===== src/rtl/wdog_pkg.sv =====
package wdog_pkg;
  localparam int DATA_W    = 32;
  localparam int ADDR_W    = 8;
  localparam int PRE_EXP_W = 3;
  localparam int PRE_LSB   = 8;
  // width able to hold 16^(2^PRE_EXP_W - 1) - 1
  localparam int PRE_DIV_W = 4 * ((1 << PRE_EXP_W) - 1);

  localparam logic [ADDR_W-1:0] OFS_START = 8'h20;
  localparam logic [ADDR_W-1:0] OFS_COUNT = 8'h24;
  localparam logic [ADDR_W-1:0] OFS_CTRL  = 8'h28;
  localparam logic [ADDR_W-1:0] OFS_IFLAG = 8'h2C;
  localparam logic [ADDR_W-1:0] OFS_RFLAG = 8'h30;
  localparam logic [ADDR_W-1:0] OFS_KEY   = 8'h34;

  localparam logic [DATA_W-1:0] KEY_FIRST  = 32'h1234_5678;
  localparam logic [DATA_W-1:0] KEY_SECOND = 32'h8765_4321;

  typedef struct packed {
    logic [PRE_EXP_W-1:0] pre_exp;
    logic                 wd_mode;
    logic                 irq_en;
    logic                 auto_rl;
    logic                 run;
  } wd_ctl_t;

  function automatic wd_ctl_t ctl_from_word(input logic [DATA_W-1:0] d);
    wd_ctl_t c;
    c.run     = d[0];
    c.auto_rl = d[1];
    c.irq_en  = d[2];
    c.wd_mode = d[3];
    c.pre_exp = d[PRE_LSB +: PRE_EXP_W];
    return c;
  endfunction

  function automatic logic [DATA_W-1:0] ctl_to_word(input wd_ctl_t c);
    logic [DATA_W-1:0] d;
    d = '0;
    d[0] = c.run;
    d[1] = c.auto_rl;
    d[2] = c.irq_en;
    d[3] = c.wd_mode;
    d[PRE_LSB +: PRE_EXP_W] = c.pre_exp;
    return d;
  endfunction

  // cycles per decrement minus one: 16^e - 1
  function automatic logic [PRE_DIV_W-1:0] pre_limit(input logic [PRE_EXP_W-1:0] e);
    logic [PRE_DIV_W-1:0] one;
    one = {{(PRE_DIV_W-1){1'b0}}, 1'b1};
    return (one << (4 * e)) - one;
  endfunction
endpackage


===== src/rtl/wdog_prescaler.sv =====
module wdog_prescaler
  import wdog_pkg::*;
(
  input  logic                 clk,
  input  logic                 rst_n,
  input  logic                 en,
  input  logic                 clr,
  input  logic [PRE_EXP_W-1:0] exp_sel,
  output logic                 tick
);
  logic [PRE_DIV_W-1:0] pre_cnt_q;

  assign tick = en && (pre_cnt_q == pre_limit(exp_sel));

  always_ff @(posedge clk) begin
    if (!rst_n || clr || tick) pre_cnt_q <= '0;
    else if (en)               pre_cnt_q <= pre_cnt_q + 1'b1;
  end

  AST_TICK_WRAPS: assert property (@(posedge clk) disable iff (!rst_n)
    tick |=> pre_cnt_q == '0);
  AST_PRE_STEPS: assert property (@(posedge clk) disable iff (!rst_n)
    (en && !clr && !tick) |=> pre_cnt_q == $past(pre_cnt_q) + 1'b1);
endmodule


===== src/rtl/wdog_counter.sv =====
module wdog_counter
  import wdog_pkg::*;
(
  input  logic              clk,
  input  logic              rst_n,
  input  logic              tick,
  input  logic              run,
  input  logic              auto_rl,
  input  logic              wd_mode,
  input  logic              restart,
  input  logic [DATA_W-1:0] restart_val,
  input  logic [DATA_W-1:0] start_val,
  output logic              expire,
  output logic              reload,
  output logic [DATA_W-1:0] count
);
  logic [DATA_W-1:0] count_q;
  logic              armed_q;

  assign expire = armed_q && run && tick && (count_q <= DATA_W'(1));
  assign reload = expire && auto_rl && !wd_mode;
  assign count  = count_q;

  always_ff @(posedge clk) begin
    if (!rst_n) begin
      count_q <= '0;
      armed_q <= 1'b0;
    end else if (restart) begin
      count_q <= restart_val;
      armed_q <= 1'b1;
    end else if (expire) begin
      if (reload) begin
        count_q <= start_val;
      end else begin
        count_q <= '0;
        armed_q <= 1'b0;
      end
    end else if (armed_q && run && tick) begin
      count_q <= count_q - 1'b1;
    end
  end

  AST_STOP_AT_ZERO: assert property (@(posedge clk) disable iff (!rst_n)
    (expire && !reload && !restart) |=> count_q == '0);
endmodule


===== src/rtl/wdog_unit.sv =====
module wdog_unit
  import wdog_pkg::*;
(
  input  logic              clk,
  input  logic              rst_n,
  input  logic              wr_en,
  input  logic [ADDR_W-1:0] addr,
  input  logic [DATA_W-1:0] wdata,
  output logic [DATA_W-1:0] rdata,
  output logic              irq,
  output logic              rst_req
);
  wd_ctl_t           ctl_q, ctl_wr;
  logic [DATA_W-1:0] start_q, prev_key_q, restart_val, count;
  logic              raw_q, pend_q, rflag_q;
  logic              wr_start, wr_count, wr_ctrl, wr_iflag, wr_rflag, wr_key;
  logic              run_rise, restart, unlock_hit, tick, expire, reload, wd_mode;

  assign wr_start = wr_en && addr == OFS_START;
  assign wr_count = wr_en && addr == OFS_COUNT;
  assign wr_ctrl  = wr_en && addr == OFS_CTRL;
  assign wr_iflag = wr_en && addr == OFS_IFLAG;
  assign wr_rflag = wr_en && addr == OFS_RFLAG;
  assign wr_key   = wr_en && addr == OFS_KEY;
  assign wd_mode  = ctl_q.wd_mode;

  // control write with the mode bit held once it is set
  always_comb begin
    ctl_wr = ctl_from_word(wdata);
    ctl_wr.wd_mode = ctl_wr.wd_mode | ctl_q.wd_mode;
  end

  assign run_rise   = wr_ctrl && !ctl_q.run && ctl_wr.run;
  assign unlock_hit = wr_key && prev_key_q == KEY_FIRST && wdata == KEY_SECOND;

  always_comb begin
    restart     = 1'b0;
    restart_val = start_q;
    if (wr_start && ctl_q.run) begin
      restart     = 1'b1;
      restart_val = wdata;
    end else if (wr_count && ctl_q.run && !ctl_q.wd_mode) begin
      restart     = 1'b1;
      restart_val = wdata;
    end else if (run_rise) begin
      restart     = 1'b1;
    end
  end

  always_ff @(posedge clk) begin
    if (!rst_n) begin
      ctl_q      <= '0;
      start_q    <= '0;
      prev_key_q <= '0;
    end else begin
      if (wr_start) start_q <= wdata;
      if (wr_key)   prev_key_q <= wdata;
      if (wr_ctrl)         ctl_q <= ctl_wr;
      else if (unlock_hit) ctl_q.wd_mode <= 1'b0;
    end
  end

  always_ff @(posedge clk) begin
    if (!rst_n) begin
      raw_q   <= 1'b0;
      pend_q  <= 1'b0;
      rflag_q <= 1'b0;
    end else begin
      if (expire) begin
        raw_q <= 1'b1;
        if (ctl_q.wd_mode)     rflag_q <= 1'b1;
        else if (ctl_q.irq_en) pend_q  <= 1'b1;
      end else if (wr_iflag) begin
        raw_q  <= 1'b0;
        pend_q <= 1'b0;
      end
      if (wr_rflag && !(expire && ctl_q.wd_mode)) rflag_q <= 1'b0;
    end
  end

  wdog_prescaler u_pre (
    .clk     (clk),
    .rst_n   (rst_n),
    .en      (ctl_q.run),
    .clr     (restart || expire),
    .exp_sel (ctl_q.pre_exp),
    .tick    (tick)
  );

  wdog_counter u_cnt (
    .clk         (clk),
    .rst_n       (rst_n),
    .tick        (tick),
    .run         (ctl_q.run),
    .auto_rl     (ctl_q.auto_rl),
    .wd_mode     (ctl_q.wd_mode),
    .restart     (restart),
    .restart_val (restart_val),
    .start_val   (start_q),
    .expire      (expire),
    .reload      (reload),
    .count       (count)
  );

  always_comb begin
    case (addr)
      OFS_START: rdata = start_q;
      OFS_COUNT: rdata = count;
      OFS_CTRL:  rdata = ctl_to_word(ctl_q);
      OFS_IFLAG: rdata = {{(DATA_W-1){1'b0}}, raw_q};
      OFS_RFLAG: rdata = {{(DATA_W-1){1'b0}}, rflag_q};
      default:   rdata = '0;
    endcase
  end

  assign irq     = pend_q;
  assign rst_req = rflag_q;

  AST_MODE_STICKY: assert property (@(posedge clk) disable iff (!rst_n)
    $fell(wd_mode) |-> $past(unlock_hit));
  AST_COUNT_LOCKED: assert property (@(posedge clk) disable iff (!rst_n)
    (wd_mode && wr_count) |=> count <= $past(count));
  AST_WD_EXPIRY: assert property (@(posedge clk) disable iff (!rst_n)
    (expire && wd_mode) |=> rflag_q && irq == $past(irq));
  AST_IRQ_HAS_RAW: assert property (@(posedge clk) disable iff (!rst_n)
    irq |-> raw_q);
  AST_RISE_RELOADS: assert property (@(posedge clk) disable iff (!rst_n)
    run_rise |=> count == $past(start_q));
  AST_NO_RELOAD_WD: assert property (@(posedge clk) disable iff (!rst_n)
    (expire && wd_mode) |-> !reload);
endmodule


===== config.mk =====
export PLATFORM = sky130hd
export DESIGN_NAME = wdog_unit
export DESIGN_NICKNAME = d
export VERILOG_FILES = /design/src/rtl/wdog_pkg.sv /design/src/rtl/wdog_prescaler.sv /design/src/rtl/wdog_counter.sv /design/src/rtl/wdog_unit.sv
export SDC_FILE = /design/constraint.sdc
export NUM_CORES = 1
export LEC_CHECK = 0
export BUFFER_PORTS_ARGS = -buffer_cell sky130_fd_sc_hd__clkbuf_2
export CAP_MARGIN = 20
export CORE_MARGIN = 1
export CORE_UTILIZATION = 50
export CTS_BUF_LIST = sky130_fd_sc_hd__clkbuf_4 sky130_fd_sc_hd__clkbuf_8 sky130_fd_sc_hd__clkbuf_16
export CTS_CLUSTER_SIZE = 10
export DETAILED_ROUTE_END_ITERATION = 10
export HOLD_SLACK_MARGIN = 0.06
export PLACE_DENSITY = 0.72
export SLEW_MARGIN = 30
export SYNTH_ARGS = -nofsm -noshare
export SYNTH_HDL_FRONTEND = slang
export SYNTH_SLANG_ARGS = --single-unit

===== constraint.sdc =====
create_clock -name clk -period 3.8 [get_ports clk]
set_input_delay 0.38 -clock clk [delete_from_list [all_inputs] [get_ports clk]]
set_output_delay 0.38 -clock clk [all_outputs]
set_load 0.005 [all_outputs]

# Word-level counts from Yosys, hierarchy flattened

Index checks and enable logic that the tools add are counted.

$lt $le $gt $ge: 1
Shift operators: 1
Reductions and logical operators: 36
Equal/unequal tests: 12
Add/subtract/negate cells: 3
Multiplexer cells: 20
Bitwise operators: 2

Operators with widths:

| cell                                                            | count |
|---|---|
| two-way mux 32 bit                                              | 6 |
| case mux 32 bit (5 select lines)                                | 1 |
| == test 8 x 6 -> 1 bit, second input constant                   | 6 |
| == test 32 x 29 -> 1 bit, second input constant                 | 1 |
| == test 32 bit, second input constant                           | 1 |
| less-or-equal comparator 32 x 1 -> 1 bit, second input constant | 1 |
| subtractor 32 x 1 -> 32 bit, second input constant              | 1 |
| adder 28 x 1 -> 28 bit, second input constant                   | 1 |
| == test 28 bit                                                  | 1 |
| left shift 1 x 5 -> 28 bit, first input constant                | 1 |
| subtractor 28 x 1 -> 28 bit, second input constant              | 1 |
| logical AND 1 bit                                               | 21 |
| two-way mux 1 bit                                               | 13 |
| != test 2 bit, second input constant                            | 3 |
| nonzero test 2 bit                                              | 3 |
| logical NOT 1 bit                                               | 4 |
| AND reduction 2 bit                                             | 2 |
| logical OR 1 bit                                                | 3 |
| AND reduction 3 bit                                             | 1 |
| nonzero test 3 bit                                              | 1 |
| OR reduction 2 bit                                              | 1 |
| NOT 1 bit                                                       | 1 |
| OR 1 bit                                                        | 1 |

Output and inout port bits: 34
Register bits after elaboration: 135
Bits of input ports: 43

# Depth between registers and ports, before layout

Depth in word-level cells: 11
Depth in mapped cells: 16
Depth with buffers taken out: 11

# Modules after synthesis

Synthesis repeated with hierarchy kept, for this count alone.

Cell total of the unflattened synthesis: 916
Area, all modules: 7728.7 µm²

By module, submodules not included:

| module         | area each (µm²) | instances | sequential area each (µm²) | cells an instance |
|---|---|---|---|---|
| wdog_unit      | 3814.9          | 1         | 1481.4                     | 445 |
| wdog_counter   | 2448.6          | 1         | 660.6                      | 306 |
| wdog_prescaler | 1465.2          | 1         | 560.5                      | 165 |

# Least setup slack after synthesis

No wires, ideal clock.

Kind: reg-to-reg
Start point: register ctl_q[6] (netlist bit)
End point: register u_cnt.count_q[30], in the netlist u_cnt.count[30]
Stages on the path, launching flop included: 16
Path buffers: 4
Clock period less this slack: 3496 ps
Arrival: 3378 ps
Path slack: 304 ps
Cells stage by stage: dfxtp_1 -> buf_2 -> buf_1 -> nor2_1 -> nand2_1 -> ha_1 -> clkbuf_1 -> and4_1 -> o22ai_1 -> nor4_1 -> nand4_1 -> nor4_2 -> clkbuf_1 -> o221ai_1 -> a22oi_1 -> nor2_1

Longest elaborated chain between the ends: 11

Ends and longest elaborated chain:

| item                            | RTL line                               | text |
|---|---|---|
| from (decl)                     | wdog_unit.sv:13                        | `wd_ctl_t ctl_q, ctl_wr;` |
| from (signal assigned)          | wdog_unit.sv:58                        | `if (wr_ctrl) ctl_q <= ctl_wr;` |
| left shift 1 x 5 -> 28 bit (*)  | wdog_pkg.sv:52                         | `return (one << (4 * e)) - one;` |
| subtractor 28 x 1 -> 28 bit (*) | wdog_pkg.sv:52                         |  |
| == test 28 bit (*)              | wdog_prescaler.sv:13                   | `assign tick = en && (pre_cnt_q == pre_limit(exp_sel));` |
| logical AND 1 bit (*)           | wdog_prescaler.sv:13                   |  |
| logical AND 1 bit (*)           | wdog_counter.sv:20, wdog_counter.sv:38 |  |
| logical AND 1 bit               | wdog_counter.sv:20                     | `assign expire = armed_q && run && tick && (count_q <= DATA_W'(1));` |
| logical AND 1 bit (2 in a row)  | wdog_counter.sv:21                     | `assign reload = expire && auto_rl && !wd_mode;` |
| two-way mux 32 bit              | wdog_counter.sv:32                     | `if (reload) begin` |
| two-way mux 32 bit              | wdog_counter.sv:31                     | `end else if (expire) begin` |
| two-way mux 32 bit              | wdog_counter.sv:28                     | `end else if (restart) begin` |
| to (signal assigned)            | wdog_counter.sv:29                     | `count_q <= restart_val;` |
| to (signal assigned)            | wdog_counter.sv:33                     | `count_q <= start_val;` |
| to (signal assigned)            | wdog_counter.sv:39                     | `count_q <= count_q - 1'b1;` |
| to (decl)                       | wdog_counter.sv:17                     | `logic [DATA_W-1:0] count_q;` |

Every way passes the cells marked *; elsewhere a longest branch is shown, timed or not.
A chain may end at the register's enable or synchronous reset.

# Worst setup path in the final report

Start point: register ctl_q[6] (netlist bit)
End point: register u_cnt.count_q[23], in the netlist u_cnt.count[23]

Same word-level chain as after synthesis.

==> flow_metrics.env <==
export IMPL_status="completed"
export IMPL_io_pins=77
export IMPL_worst_r2r_setup_slack_ns=0.46
export IMPL_clk_pin_slew_worst_paths_ns=0.06
export IMPL_max_stage_delay_ns=0.42
export IMPL_p_comb_share_pct=4.6
export IMPL_vias=7888
export IMPL_syn_to_final_growth_pct=16.7
export IMPL_p_int_mw=2.59
export IMPL_synthMuxAreaShare_pct=8.95
export IMPL_synth_xor_area_share_pct=5.57
export IMPL_placed_area_mm2=0.00854
export IMPL_post_cts_resized=0
export IMPL_syn_cell_area_mm2=0.00786
export IMPL_crit_required_ns=4.11
export IMPL_finalSetupTns_ns=0
export IMPL_synth_cell_type_count=59
export IMPL_max_freq_mhz=300
export IMPL_holdPathEnd="start_q[6]$_SDFFE_PN0P_"
export IMPL_grt_pass1_vias=7175
export IMPL_drive_gt1_share_pct=15.3
export IMPL_fin_worst_skew_ns=0.00782
export IMPL_final_core_util_pct=60.1
export IMPL_synth_nets=1050
export IMPL_insertion_delay_ns=0.43
export IMPL_cts_tree="done"
export IMPL_core_mm2=0.0153
export IMPL_p_leak_nw=3.40
export IMPL_synth_cells=1003
export IMPL_crit_path_frequent_cell="o21ai_0"
export IMPL_min_period_ns=3.34
export IMPL_cts_sinks=135
export IMPL_die_h_um=127
export IMPL_max_slew_margin_pct=37.1
export IMPL_worstPathArrival_ns=3.64
export IMPL_grt_max_degree=61
export IMPL_final_area_mm2=0.00917
export IMPL_p_clk_share_pct=52.8
export IMPL_netSwitchingFraction_pct=22.3
export IMPL_worstHoldStart="wdata[6]"
export IMPL_root_buffer="clkbuf_16"
export IMPL_wl_um=24100
export IMPL_r2r_end="u_cnt.count[23]$_SDFFE_PN0P_"
export IMPL_dp_hpwl_um=16700
export IMPL_pwr_share_seq_pct=42.6
export IMPL_nets=1118
export IMPL_synth_adder_area_share_pct=0.637
export IMPL_dieArea_mm2=0.0162
export IMPL_post_cts_buffers=0
export IMPL_rsz0062_at_grt="no"
export IMPL_firstDrtPassIters=6
export IMPL_cts_max_path_buffers=2
export IMPL_cp_startpoint="ctl_q[6]$_SDFFE_PN0P_"
export IMPL_synth_area_per_cell_um2=7.84
export IMPL_globalplace_congestion=0.946
export IMPL_critical_path_class="reg -> reg"
export IMPL_synth_simple_gate_area_share_pct=29.4
export IMPL_cts_htree_levels=4
export IMPL_grt_overflow=0
export IMPL_hp_class="in -> reg"
export IMPL_start_kind="flop"
export IMPL_nFillCells=1394
export IMPL_synth_ff_type="dfxtp_1"
export IMPL_drv_slew=0
export IMPL_ys_ff_latch=135
export IMPL_track_usage_pct=30.4
export IMPL_critical_path_peak_fanout=18
export IMPL_r2r_start="ctl_q[6]$_SDFFE_PN0P_"
export IMPL_power_density_mw_per_mm2=363
export IMPL_diodes=0
export IMPL_cpMaxStageDelayCell="or3_1"
export IMPL_synth_top_family_by_area="simple AND/OR/NAND/NOR gates"
export IMPL_synth_edf_count=0
export IMPL_seq_area_frac_synth_pct=34.4
export IMPL_drc_errors=0
export IMPL_yosysWarningCount=0
export IMPL_ff2ff_path_depth=11
export IMPL_end_kind="flop"
export IMPL_hold_violations=0
export IMPL_wl_per_cell_um=18.6
export IMPL_ant_nets=0
export IMPL_crit_path_cell_trace="or3_1, ha_1, xor2_1, o21ai_0, o21ai_0, nand4_1, nor4_2, buf_4, mux2_2, o21ai_0, o31ai_1"
export IMPL_via_per_inst=6.09
export IMPL_postCtsHoldBufs=0
export IMPL_synth_compound_area_share_pct=17.3
export IMPL_peakVddDrop_uv=333
export IMPL_rows=45
export IMPL_synthArstFlopShare_pct=0
export IMPL_hold_depth=3
export IMPL_dieWidth_um=127
export IMPL_worst_slew_pin_slew_ns=0.943
export IMPL_setup_viol=0
export IMPL_p_sw_uw=742
export IMPL_fin_crit_sh_pct=87.8
export IMPL_io_buffers=76
export IMPL_drv_cap=0
export IMPL_start_util_pct=51.5
export IMPL_grt_pass1_wl_um=38300
export IMPL_numCtsBuffers=17
export IMPL_drtIter0Drc=996
export IMPL_antenna_found_initial=1
==> power by group through the flow <==
stage	Combinational (mW)	Clock (mW)	Sequential, mW
after floorplan	0.0778	0	1.45
after global placement	0.151	0	1.45
after detailed placement	0.151	0	1.45
after CTS	0.151	1.77	1.42
after global routing	0.162	1.83	1.42
final	0.154	1.76	1.42
==> synthesized netlist by cell type (11+ instances only) <==
library cell    n  area share (%)
a21boi_0       43             4.1
a21oi_1        43             2.7
and3_1         11            0.88
clkbuf_1       44             2.1
dfxtp_1       135              34
inv_1          12            0.57
mux2i_1        68             8.7
nand2_1       140             6.7
nand3_1        32             2.0
nand4_1        18             1.4
nor2_1        122             5.8
nor2b_1        38             3.0
nor3_1         40             2.5
nor4_1         17             1.4
o21ai_0        30             1.9
o221ai_1       12             1.3
or3_1          13             1.0
xnor2_1        24             2.7
xor2_1         26             2.9
==> final cells by class <==
class                           instances  area (µm²)  area share (%)
Clock inverter                         10         143            1.55
Clock buffer                           22         488            5.32
Timing Repair Buffer                  111         656            7.15
Inverter                               12        45.0           0.491
Tap cell                              211         264            2.88
Sequential cell                       135        2700            29.5
Multi-Input combinational cell        794        4880            53.2
==> kinds of logic after synthesis <==
group           Yosys count
compound gates          199
buf+inv                  74
fa+ha+maj                 4
mux                      70
xor+xnor                 50
simple gates            471
flops                   135
==> layout by cell type (no fill, tap or decap), types with 6 or more instances in the layout <==
master,count
buf_4,34
a21oi_1,43
a22oi_1,6
and3_1,10
inv_1,12
clkbuf_2,75
o221ai_1,12
o22ai_1,10
xnor2_1,24
dfxtp_1,135
nand2_1,140
nor4_1,17
xor2_1,26
or4_1,6
clkbuf_16,17
or3_1,13
o211ai_1,7
o21ai_0,30
nor2b_1,38
nor2_1,122
nand3_1,32
a211oi_1,8
a21boi_0,43
a31oi_1,7
mux2i_1,68
nand4_1,18
nor3_1,40
==> worst max-delay path by stage <==
stage / end / slack (ns) / cells after the start
final: u_cnt.count[23]$_SDFFE_PN0P_ / 0.46 / 11
after global routing: u_cnt.count[23]$_SDFFE_PN0P_ / 0.05 / 11
after CTS: u_cnt.count[23]$_SDFFE_PN0P_ / 0.49 / 11
after detailed placement: u_cnt.count[23]$_SDFFE_PN0P_ / 0.50 / 11
after global placement: u_cnt.count[5]$_SDFFE_PN0P_ / 0.59 / 9
after floorplan: u_cnt.count[30]$_SDFFE_PN0P_ / 0.30 / 15
==> state kept, by name, summed over array words and instances (netlist names), 6 cells and up <==
register	flops
prev_key_q	32
start_q	32
u_cnt.count	32
u_pre.pre_cnt_q	28
ctl_q	6
==> critical path: cells and delay by family (launching register included) <==
| family | cells | cell delay [ns] |
|---|---|---|
| DFF | 1 | 0.33 |
| muxes | 1 | 0.35 |
| xor gates and xnor gates | 1 | 0.31 |
| buffers and inverters | 1 | 0.29 |
| and+or+nand+nor | 3 | 0.98 |
| adders and majority gates | 1 | 0.37 |
| AOI/OAI and AO/OA | 4 | 0.57 |
==> per-layer routing <==
layer	GRT usage (%)	routed length, µm	share of wire (%)	vias up
li1	-	-	-	3724
met5	0	0	0	-
met1	40.7	10100	42	3683
met3	8.25	2550	11	84
met4	12.7	936	3.9	0
met2	46.0	10500	44	397
==> stage by stage <==
| step | cells | hold WS [ns] | worst slack, ns | power [mW] |
|---|---|---|---|---|
| floorplan | 1003 | 0.441 | 0.304 | 1.53 |
| global route | 1295 | 0.253 | 0.0507 | 3.41 |
| global placement | 1263 | 0.462 | 0.590 | 1.60 |
| finish | 1295 | 0.236 | 0.463 | 3.33 |
| detailed placement | 1263 | 0.468 | 0.503 | 1.60 |
| CTS | 1295 | 0.225 | 0.486 | 3.34 |
Power figures use the tool's default switching activity.
